[src/rtl/wwd_pkg.sv]
package wwd_pkg;
    localparam int DW = 16;
    localparam int AW = 3;

    localparam logic [DW-1:0] UNLOCK_A = 16'h5555;
    localparam logic [DW-1:0] UNLOCK_B = 16'hAAAA;
    localparam logic [DW-1:0] SVC_KEY  = 16'hA5A5;

    localparam logic [AW-1:0] A_KEY  = 3'd0;
    localparam logic [AW-1:0] A_CTRL = 3'd1;
    localparam logic [AW-1:0] A_TMO  = 3'd2;
    localparam logic [AW-1:0] A_WIN  = 3'd3;
    localparam logic [AW-1:0] A_SVC  = 3'd4;
    localparam logic [AW-1:0] A_STAT = 3'd5;
    localparam logic [AW-1:0] A_CNT  = 3'd6;

    typedef enum logic [1:0] {CS_NONE, CS_TIMEOUT, CS_EARLY, CS_BADKEY} cause_e;
    typedef enum logic [1:0] {KS_IDLE, KS_HALF, KS_OPEN} key_e;

    typedef struct packed {
        logic tmr_mode;
        logic act_rst;
        logic en;
    } ctrl_t;

    typedef struct packed {
        ctrl_t           ctrl;
        logic [DW-1:0]   tmo;
        logic [DW-1:0]   win;
    } cfg_t;

    localparam ctrl_t CTRL_RESET = '{tmr_mode: 1'b0, act_rst: 1'b1, en: 1'b1};

    function automatic logic is_cfg_addr(input logic [AW-1:0] a);
        return (a == A_CTRL) || (a == A_TMO) || (a == A_WIN);
    endfunction
endpackage

[src/rtl/wwd_regs.sv]
module wwd_regs
    import wwd_pkg::*;
(
    input  logic           clk,
    input  logic           rst,
    input  logic           bus_sel,
    input  logic           bus_we,
    input  logic [AW-1:0]  bus_addr,
    input  logic [DW-1:0]  bus_wdata,
    output logic [DW-1:0]  bus_rdata,
    input  logic           nmi,
    input  logic           irq,
    input  cause_e         cause,
    input  logic [DW-1:0]  cnt,
    output cfg_t           cfg,
    output logic           cfg_load,
    output logic           svc_wr,
    output logic [DW-1:0]  svc_data,
    output logic           clr_nmi,
    output logic           clr_irq
);
    key_e  key_q;
    cfg_t  cfg_q;
    logic  commit_q;
    logic  wr;
    ctrl_t ctrl_new;

    assign wr       = bus_sel && bus_we;
    assign cfg_load = wr && is_cfg_addr(bus_addr) && (key_q == KS_OPEN);
    assign svc_wr   = wr && (bus_addr == A_SVC);
    assign svc_data = bus_wdata;
    assign clr_nmi  = wr && (bus_addr == A_STAT) && bus_wdata[0];
    assign clr_irq  = wr && (bus_addr == A_STAT) && bus_wdata[1];
    assign cfg      = cfg_q;

    // control value after applying the commit lock
    always_comb begin
        ctrl_new = ctrl_t'(bus_wdata[2:0]);
        if (commit_q) begin
            ctrl_new.en       = 1'b1;
            ctrl_new.tmr_mode = 1'b0;
        end
    end

    always_ff @(posedge clk) begin
        if (rst) begin
            key_q <= KS_IDLE;
        end else if (wr) begin
            if (bus_addr == A_KEY && bus_wdata == UNLOCK_A)
                key_q <= KS_HALF;
            else if (bus_addr == A_KEY && bus_wdata == UNLOCK_B && key_q == KS_HALF)
                key_q <= KS_OPEN;
            else
                key_q <= KS_IDLE;
        end
    end

    always_ff @(posedge clk) begin
        if (rst) begin
            cfg_q.ctrl <= CTRL_RESET;
            cfg_q.tmo  <= '1;
            cfg_q.win  <= '0;
            commit_q   <= 1'b0;
        end else if (cfg_load) begin
            case (bus_addr)
                A_CTRL: begin
                    cfg_q.ctrl <= ctrl_new;
                    if (ctrl_new.en && !ctrl_new.tmr_mode)
                        commit_q <= 1'b1;
                end
                A_TMO:   cfg_q.tmo <= bus_wdata;
                A_WIN:   cfg_q.win <= bus_wdata;
                default: ;
            endcase
        end
    end

    always_comb begin
        bus_rdata = '0;
        case (bus_addr)
            A_CTRL: bus_rdata = {{(DW-3){1'b0}}, cfg_q.ctrl};
            A_TMO:  bus_rdata = cfg_q.tmo;
            A_WIN:  bus_rdata = cfg_q.win;
            A_STAT: bus_rdata = {{(DW-4){1'b0}}, cause, irq, nmi};
            A_CNT:  bus_rdata = cnt;
            default: bus_rdata = '0;
        endcase
    end

    // protected registers do not move without an open key sequence
    assert_locked_cfg_R2: assert property (@(posedge clk) disable iff (rst)
        (wr && is_cfg_addr(bus_addr) && key_q != KS_OPEN) |=> $stable(cfg_q));

    // once committed the watchdog stays enabled in watchdog mode
    assert_commit_hold_R10: assert property (@(posedge clk) disable iff (rst)
        commit_q |=> (cfg_q.ctrl.en && !cfg_q.ctrl.tmr_mode));
endmodule

[src/rtl/wwd_core.sv]
module wwd_core
    import wwd_pkg::*;
(
    input  logic           clk,
    input  logic           rst,
    input  logic           en,
    input  logic           tmr_mode,
    input  logic [DW-1:0]  tmo,
    input  logic [DW-1:0]  win,
    input  logic           cfg_load,
    input  logic           svc_wr,
    input  logic [DW-1:0]  svc_data,
    output logic [DW-1:0]  cnt,
    output logic           fault,
    output cause_e         fault_cause,
    output logic           tick
);
    logic [DW-1:0] cnt_q;
    logic wd_on, key_ok, kick_ok, kick_early, kick_bad, hit;

    assign wd_on      = en && !tmr_mode;
    assign key_ok     = (svc_data == SVC_KEY);
    assign kick_ok    = svc_wr && wd_on && key_ok && (cnt_q >= win);
    assign kick_early = svc_wr && wd_on && key_ok && (cnt_q < win);
    assign kick_bad   = svc_wr && wd_on && !key_ok;
    assign hit        = en && (cnt_q >= tmo);
    assign cnt        = cnt_q;

    // priority: bad key, early kick, valid kick, limit reached
    always_comb begin
        fault       = 1'b0;
        fault_cause = CS_NONE;
        tick        = 1'b0;
        if (kick_bad) begin
            fault       = 1'b1;
            fault_cause = CS_BADKEY;
        end else if (kick_early) begin
            fault       = 1'b1;
            fault_cause = CS_EARLY;
        end else if (!kick_ok && hit) begin
            if (wd_on) begin
                fault       = 1'b1;
                fault_cause = CS_TIMEOUT;
            end else begin
                tick = 1'b1;
            end
        end
    end

    always_ff @(posedge clk) begin
        if (rst)
            cnt_q <= '0;
        else if (!en || cfg_load || kick_ok || fault || tick)
            cnt_q <= '0;
        else
            cnt_q <= cnt_q + 1'b1;
    end

    // a valid service restarts the count
    assert_kick_reload_R4: assert property (@(posedge clk) disable iff (rst)
        (kick_ok && !cfg_load) |=> (cnt_q == '0));

    // timer period end reloads the counter
    assert_tmr_reload_R11: assert property (@(posedge clk) disable iff (rst)
        (en && tmr_mode && cnt_q >= tmo) |=> (cnt_q == '0));

    // the counter never runs past the limit while enabled
    assert_no_overrun_R3: assert property (@(posedge clk) disable iff (rst)
        (en && !cfg_load && cnt_q < tmo && !$isunknown(tmo)) |=> (cnt_q <= $past(tmo)));
endmodule

[src/rtl/wwd_action.sv]
module wwd_action
    import wwd_pkg::*;
#(
    parameter int RST_CYC = 16
) (
    input  logic    clk,
    input  logic    por,
    input  logic    rst,
    input  logic    act_rst,
    input  logic    fault,
    input  cause_e  fault_cause,
    input  logic    tick,
    input  logic    clr_nmi,
    input  logic    clr_irq,
    output logic    nmi,
    output logic    irq,
    output logic    rst_pulse,
    output cause_e  cause
);
    localparam int PW = $clog2(RST_CYC + 1);

    logic          nmi_q, irq_q;
    logic [PW-1:0] pcnt_q;
    cause_e        cause_q;
    logic          f, go_rst;

    assign f         = fault && !rst;
    assign go_rst    = f && (act_rst || nmi_q);
    assign nmi       = nmi_q;
    assign irq       = irq_q;
    assign rst_pulse = (pcnt_q != '0);
    assign cause     = cause_q;

    always_ff @(posedge clk) begin
        if (rst) begin
            nmi_q <= 1'b0;
            irq_q <= 1'b0;
        end else begin
            if (f && !act_rst && !nmi_q)
                nmi_q <= 1'b1;
            else if (clr_nmi)
                nmi_q <= 1'b0;
            if (tick)
                irq_q <= 1'b1;
            else if (clr_irq)
                irq_q <= 1'b0;
        end
    end

    // pulse and cause live in the cold reset domain
    always_ff @(posedge clk) begin
        if (por) begin
            pcnt_q  <= '0;
            cause_q <= CS_NONE;
        end else begin
            if (go_rst && pcnt_q == '0)
                pcnt_q <= PW'(RST_CYC);
            else if (pcnt_q != '0)
                pcnt_q <= pcnt_q - 1'b1;
            if (f)
                cause_q <= fault_cause;
        end
    end

    // checker: length of the current high run of the reset output
    logic [PW:0] hi_len;
    always_ff @(posedge clk) begin
        if (por)
            hi_len <= '0;
        else if (rst_pulse)
            hi_len <= hi_len + 1'b1;
        else
            hi_len <= '0;
    end

    // pulse never exceeds and always reaches its length
    assert_pulse_max_R9: assert property (@(posedge clk) disable iff (por)
        rst_pulse |-> (hi_len < (PW+1)'(RST_CYC)));
    assert_pulse_full_R9: assert property (@(posedge clk) disable iff (por)
        (!rst_pulse && hi_len != '0) |-> (hi_len == (PW+1)'(RST_CYC)));

    // NMI held until acknowledged
    assert_nmi_hold_R8: assert property (@(posedge clk) disable iff (rst || por)
        (nmi_q && !clr_nmi) |=> nmi_q);

    // warm reset leaves the cause record alone
    assert_cause_keep_R12: assert property (@(posedge clk) disable iff (por)
        rst |=> $stable(cause_q));

    // an early kick is recorded as such
    assert_early_rec_R5: assert property (@(posedge clk) disable iff (por || rst)
        (fault && fault_cause == CS_EARLY) |=> (cause_q == CS_EARLY));
endmodule

[src/rtl/wwd_top.sv]
module wwd_top
    import wwd_pkg::*;
#(
    parameter int RST_CYC = 16
) (
    input  logic           clk,
    input  logic           por_i,
    input  logic           rst_i,
    input  logic           bus_sel,
    input  logic           bus_we,
    input  logic [AW-1:0]  bus_addr,
    input  logic [DW-1:0]  bus_wdata,
    output logic [DW-1:0]  bus_rdata,
    output logic           nmi_o,
    output logic           sys_rst_o,
    output logic           tmr_irq_o
);
    logic          wrst;
    cfg_t          cfg;
    logic          cfg_load, svc_wr, clr_nmi, clr_irq;
    logic [DW-1:0] svc_data, cnt;
    logic          fault, tick;
    cause_e        fault_cause, cause;

    assign wrst = rst_i || por_i;

    wwd_regs u_regs (
        .clk(clk), .rst(wrst),
        .bus_sel(bus_sel), .bus_we(bus_we), .bus_addr(bus_addr),
        .bus_wdata(bus_wdata), .bus_rdata(bus_rdata),
        .nmi(nmi_o), .irq(tmr_irq_o), .cause(cause), .cnt(cnt),
        .cfg(cfg), .cfg_load(cfg_load), .svc_wr(svc_wr), .svc_data(svc_data),
        .clr_nmi(clr_nmi), .clr_irq(clr_irq)
    );

    wwd_core u_core (
        .clk(clk), .rst(wrst),
        .en(cfg.ctrl.en), .tmr_mode(cfg.ctrl.tmr_mode),
        .tmo(cfg.tmo), .win(cfg.win),
        .cfg_load(cfg_load), .svc_wr(svc_wr), .svc_data(svc_data),
        .cnt(cnt), .fault(fault), .fault_cause(fault_cause), .tick(tick)
    );

    wwd_action #(.RST_CYC(RST_CYC)) u_action (
        .clk(clk), .por(por_i), .rst(wrst),
        .act_rst(cfg.ctrl.act_rst),
        .fault(fault), .fault_cause(fault_cause), .tick(tick),
        .clr_nmi(clr_nmi), .clr_irq(clr_irq),
        .nmi(nmi_o), .irq(tmr_irq_o), .rst_pulse(sys_rst_o), .cause(cause)
    );
endmodule

[config.mk]
export PLATFORM = sky130hd
export DESIGN_NAME = wwd_top
export DESIGN_NICKNAME = d
export VERILOG_FILES = /design/src/rtl/wwd_pkg.sv /design/src/rtl/wwd_regs.sv /design/src/rtl/wwd_core.sv /design/src/rtl/wwd_action.sv /design/src/rtl/wwd_top.sv
export SDC_FILE = /design/constraint.sdc
export NUM_CORES = 1
export LEC_CHECK = 0
export BUFFER_PORTS_ARGS = -buffer_cell sky130_fd_sc_hd__buf_2
export CELL_PAD_IN_SITES_DETAIL_PLACEMENT = 1
export CELL_PAD_IN_SITES_GLOBAL_PLACEMENT = 1
export CORE_MARGIN = 5
export CORE_UTILIZATION = 48
export DETAILED_ROUTE_END_ITERATION = 10
export GPL_ROUTABILITY_DRIVEN = 0
export MAX_ROUTING_LAYER = met4
export PLACE_DENSITY_LB_ADDON = 0.1
export SLEW_MARGIN = 10
export SYNTH_ARGS = -nofsm -noshare
export SYNTH_HDL_FRONTEND = slang
export SYNTH_SLANG_ARGS = --single-unit
[constraint.sdc]
create_clock -name clk -period 4.1 [get_ports clk]
set_input_delay 0.615 -clock clk [delete_from_list [all_inputs] [get_ports clk]]
set_output_delay 0.615 -clock clk [all_outputs]
set_load 0.05 [all_outputs]
* Yosys cells after proc, flatten, opt, wreduce, memory -nomap -nowiden *
Index checks and enable logic that the tools add are counted.

storage, ports and cells
  register bits after elaboration = 63
  bits of input ports = 24
  output and inout bits = 19
  word-level logic and storage cells = 104

cells by class
  add/sub/neg operators = 2
  order comparisons = 3
  equal/unequal tests = 11
  mux-type cells = 23
  reduce and logical (&&, ||, !) cells = 52

operators by type and width
  operator               number
  $pmux 16 s5            1
  $eq 16x16->1 const B   2
  $ge 16x16->1           2
  $logic_and 1x1->1      24
  $add 16x1->16 const B  1
  $eq 16x15->1 const B   1
  $lt 16x16->1           1
  $mux 1                 15
  $mux 2                 5
  $mux 5                 2
  $eq 3x3->1 const B     3
  $logic_not 1->1        8
  $logic_or 1x1->1       8
  $eq 3x2->1 const B     2
  $reduce_and 2->1       3
  $reduce_bool 2->1      3
  $logic_not 5->1        1
  $reduce_bool 5->1      1
  $sub 5x1->5 const B    1
  $reduce_or 2->1        2
  $eq 3x1->1 const B     1
  $logic_not 3->1        1
  $reduce_and 3->1       1
  $eq 2x1->1 const B     1
  $eq 2x2->1 const B     1

* Longest topological paths before layout *
  depth after elaboration = 14
  depth in mapped cells = 10
  mapped depth without buffers = 9

* Modules after synthesis *
From an unflattened synthesis, not the netlist that was laid out.

unflattened totals
  cells, all modules = 518
  area total of the unflattened synthesis = 4367.9 um^2

by module, submodules not included
  module      instances  cells an instance  area an instance (um^2)  sequential area each (um^2)
  wwd_regs    1          282                2406.1                   760.7
  wwd_core    1          193                1572.8                   320.3
  wwd_action  1          42                 382.9                    180.2
  wwd_top     1          1                  6.3                      0.0

* Worst setup path after synthesis *
OpenSTA, ideal clock, no wires.

  path kind = input port to output port
  start = in bus_addr[0]
  end = out bus_rdata[3]
  arrival = 2518 ps
  required time = 3485 ps
  slack = 967 ps
  stages on the path = 6
  buffers on the path = 2
  cell sequence = buf_2 > buf_1 > nand2_1 > o21ai_0 > nand2_1 > o21ai_0

on the way
  word-level cells in the longest chain between the ends = 2
  elaborated cells on any way between the ends = 6
  classes of those cells = 5 x eq/ne; 1 x mux

RTL lines
  what                                      line            text
  from (decl)                               wwd_top.sv:11   input logic [AW-1:0] bus_addr,
  $eq 3x3->1, or another cell as far along  wwd_regs.sv:80  case (bus_addr)
  $pmux 16 s5 *                             wwd_regs.sv:80
  to (decl)                                 wwd_top.sv:13   output logic [DW-1:0] bus_rdata,

Mark *: on every way between the ends. The rest lies on a longest branch, timed or not.

* Worst setup path in the final report *
  start = in bus_addr[2]
  end = out bus_rdata[10]

Same word-level chain as after synthesis.

==> metrics.md <==
| Metric | Value |
|---|---|
| DRT antenna net count | 0 |
| Final hold violations | 0 |
| H-tree depth | 3 |
| Worst VDD drop | 0.000181 V |
| Crit path DAT | 2420 ps |
| Largest net degree at the start of global routing | 30 |
| DR WL met2 | 5850 µm |
| Chip Height | 100 µm |
| Final core utilization | 56.0% |
| CTS Sinks | 63 |
| CTS buffer count | 9 |
| RSZ-0062 raised after global routing | false |
| Row count | 32 |
| I/O Pins | 43 |
| DR DRC count | 0 |
| Hold crit path type | register to register |
| GR Util All Layers | 25.1% |
| Worst hold path startpoint | u_action.pcnt_q[0] |
| Min Tclk post-route | 3030 ps |
| TritonCTS clock tree | built |
| Cell variety after synth | 57 |
| Area growth syn-to-layout | 12.2% |
| Crit Path Class | input port to output port |
| Drt wl/cell | 18.7 µm |
| Syn avg cell area | 8.20 µm² |
| Worst-path fanout max | 24 |
| Post-synth ARST share | 0% |
| Rel. slew slack | 31.4% |
| Synthesis Warnings | 0 |
| Share of layout cells above drive strength 1 | 14.6% |
| Initial antenna violation count | 0 |
| Met1 wire length | 5070 µm |
| Multi-input gate area | 0.00241 mm² |
| Power, Total | 1.50 mW |
| Postcts setup bufs | 0 |
| Global-route wire length before repair | 19400 µm |
| Clock Tree Root | clkbuf_8 |
| Register area | 0.00126 mm² |
| Post-synthesis register bit count | 63 |
| Starting DRC count in detailed routing | 87 |
| DRT Wirelength | 11500 µm |
| Die area | 0.0100 mm² |
| Fin crit share | 74.0% |
| Synthesized net count | 533 |
| Top post-synthesis cells by area | dfxtp_1 32%, ha_1 11%, mux2i_1 7.7% |
| Worst clock skew | 8.63 ps |
| R2r setup slk | 1440 ps |
| Synthesized area | 0.00389 mm² |
| Max Clk Rate | 330 MHz |
| Post-CTS Resized | 0 |
| Congestion Overflow GR | 0 |
| Slew @ Worst Pin | 1030 ps |
| Final setup vio count | 0 |
| Fillers | 994 |
| Top cell type's share of synthesized area | 32.4% |
| Vias/cell | 5.72 |
| Area leader, netlist | dfxtp_1 |
| Core Region | 0.00781 mm² |
| Skew-Pair Late Insertion Delay | 350 ps |
| Top-count cell post-synth | dfxtp_1 |
| DR vias | 3525 |
| Most instantiated cells after synthesis | 63 x dfxtp_1, 57 x nand2_1, 56 x nor2_1 |
| Register area share after synthesis | 32.4% |
| Vias in the first global route | 3837 |
| Result of the run | complete, no violations |
| CP Capture Type | output port |
| Die W | 100 µm |
| Pre-Repair DR Iteration Count | 4 |
| IO Port Bufs | 42 |
| Ys flop type | dfxtp_1 |
| Post-DP HPWL | 8900 µm |
| Max-slew violations | 0 |
| EDFF count, synth | 0 |
| Cell count after synthesis | 475 |
| Starting Density | 49.9% |
| Power density over cell area | 343 mW/mm² |
| Required time worst endpoint | 3480 ps |
| Top layer used by detailed routing | met4 |
| Diodes inserted | 0 |
| Post-Layout Cell Count | 616 |
| WL met3 | 342 µm |
| Layout Nets | 567 |
| Max Cap Violations | 0 |
| Clock transition at path regs | 80 ps |
| Placed Cells | 600 |
| Reg2reg start | u_core.cnt[0] |
| Setup crit start kind | input port |
| TNS Setup | 0 ps |
| Crit path launch | bus_addr[2] |
| Max clock buf depth | 2 |
| Static Leak | 1.90 nW |
| Hold buffers post-CTS | 0 |
## placed cells by master, fill, tap and decap left out, types with 2 or more instances in the layout
master / n
dfxtp_1: 63
nand2_1: 57
nor2_1: 56
buf_2: 42
inv_1: 36
ha_1: 34
mux2i_1: 30
o21ai_0: 21
a21oi_1: 18
o211ai_1: 16
and2_1: 13
xnor2_1: 10
clkbuf_8: 10
nand3_1: 9
and3_1: 8
nor2b_1: 6
nor3_1: 6
nand4_1: 6
xor2_1: 6
nand2b_1: 5
nor4bb_1: 5
a22oi_1: 4
mux2_2: 3
a221oi_1: 3
or3_1: 3
inv_6: 3
or2_2: 2
nor4_1: 2
a21boi_0: 2
a31oi_1: 2
o41ai_1: 2
buf_4: 2
## critical path, stage by stage
cell and delay [ps]:
buf_2 340, nor2b_1 780, nand2_1 150, o21ai_0 120, and2_1 140, buf_2 250
## cell families (layout without fill, tap and decap cells)
| group | count (synthesis) | count (layout) | synth area share (%) |
|---|---|---|---|
| muxes | 33 | 33 | 8.58 |
| adders and majority gates | 34 | 34 | 10.9 |
| AOI/OAI and AO/OA | 80 | 80 | 13.8 |
| buffers and inverters | 57 | 96 | 5.75 |
| DFF | 63 | 63 | 32.4 |
| xor gates and xnor gates | 16 | 16 | 3.60 |
| and+or+nand+nor | 192 | 192 | 25.0 |
## final timing paths
path | end | cells past startpoint
min reg2reg | u_action.pcnt_q[0] | 1
max | bus_rdata[10] | 6
min | u_action.pcnt_q[0] | 1
max reg2reg | u_action.pcnt_q[1] | 9
## through the flow
stage	setup WS [ps]	hold slack [ps]	cell area, µm²
finish	1070	497	4370
detailed placement	919	488	4160
global route	850	518	4370
CTS	1090	503	4370
floorplan	967	441	3890
global placement	1100	479	4160
## flip-flops by register name (all words and copies together), names as in the netlist
register / flops
u_action.pcnt_q: 5
u_regs.commit_q: 1
u_core.cnt: 16
u_action.nmi: 1
u_action.irq: 1
u_regs.key_q: 2
u_action.cause: 2
u_regs.cfg: 35
## layer usage
| layer | track usage, % | up-vias |
|---|---|---|
| met4 | 7.67 | 0 |
| li1 | - | 1726 |
| met5 | - | - |
| met2 | 44.5 | 60 |
| met1 | 29.2 | 1723 |
| met3 | 3.89 | 16 |
## cell type report
class | instances | area share, %
Multi-Input combinational cell | 355 | 55.1
Sequential cell | 63 | 28.8
Timing Repair Buffer | 44 | 5.15
Clock buffer | 10 | 3.15
Inverter | 36 | 3.09
Tap cell | 102 | 2.92
Clock inverter | 6 | 1.72
## where the power goes
part           switching [mW]  leakage, nW  internal (mW)  total, mW
Combinational           0.172         1.28         0.0886      0.261
Clock                   0.286        0.106          0.308      0.594
Sequential             0.0150        0.509          0.632      0.647
(Power assumes the default switching activity.)
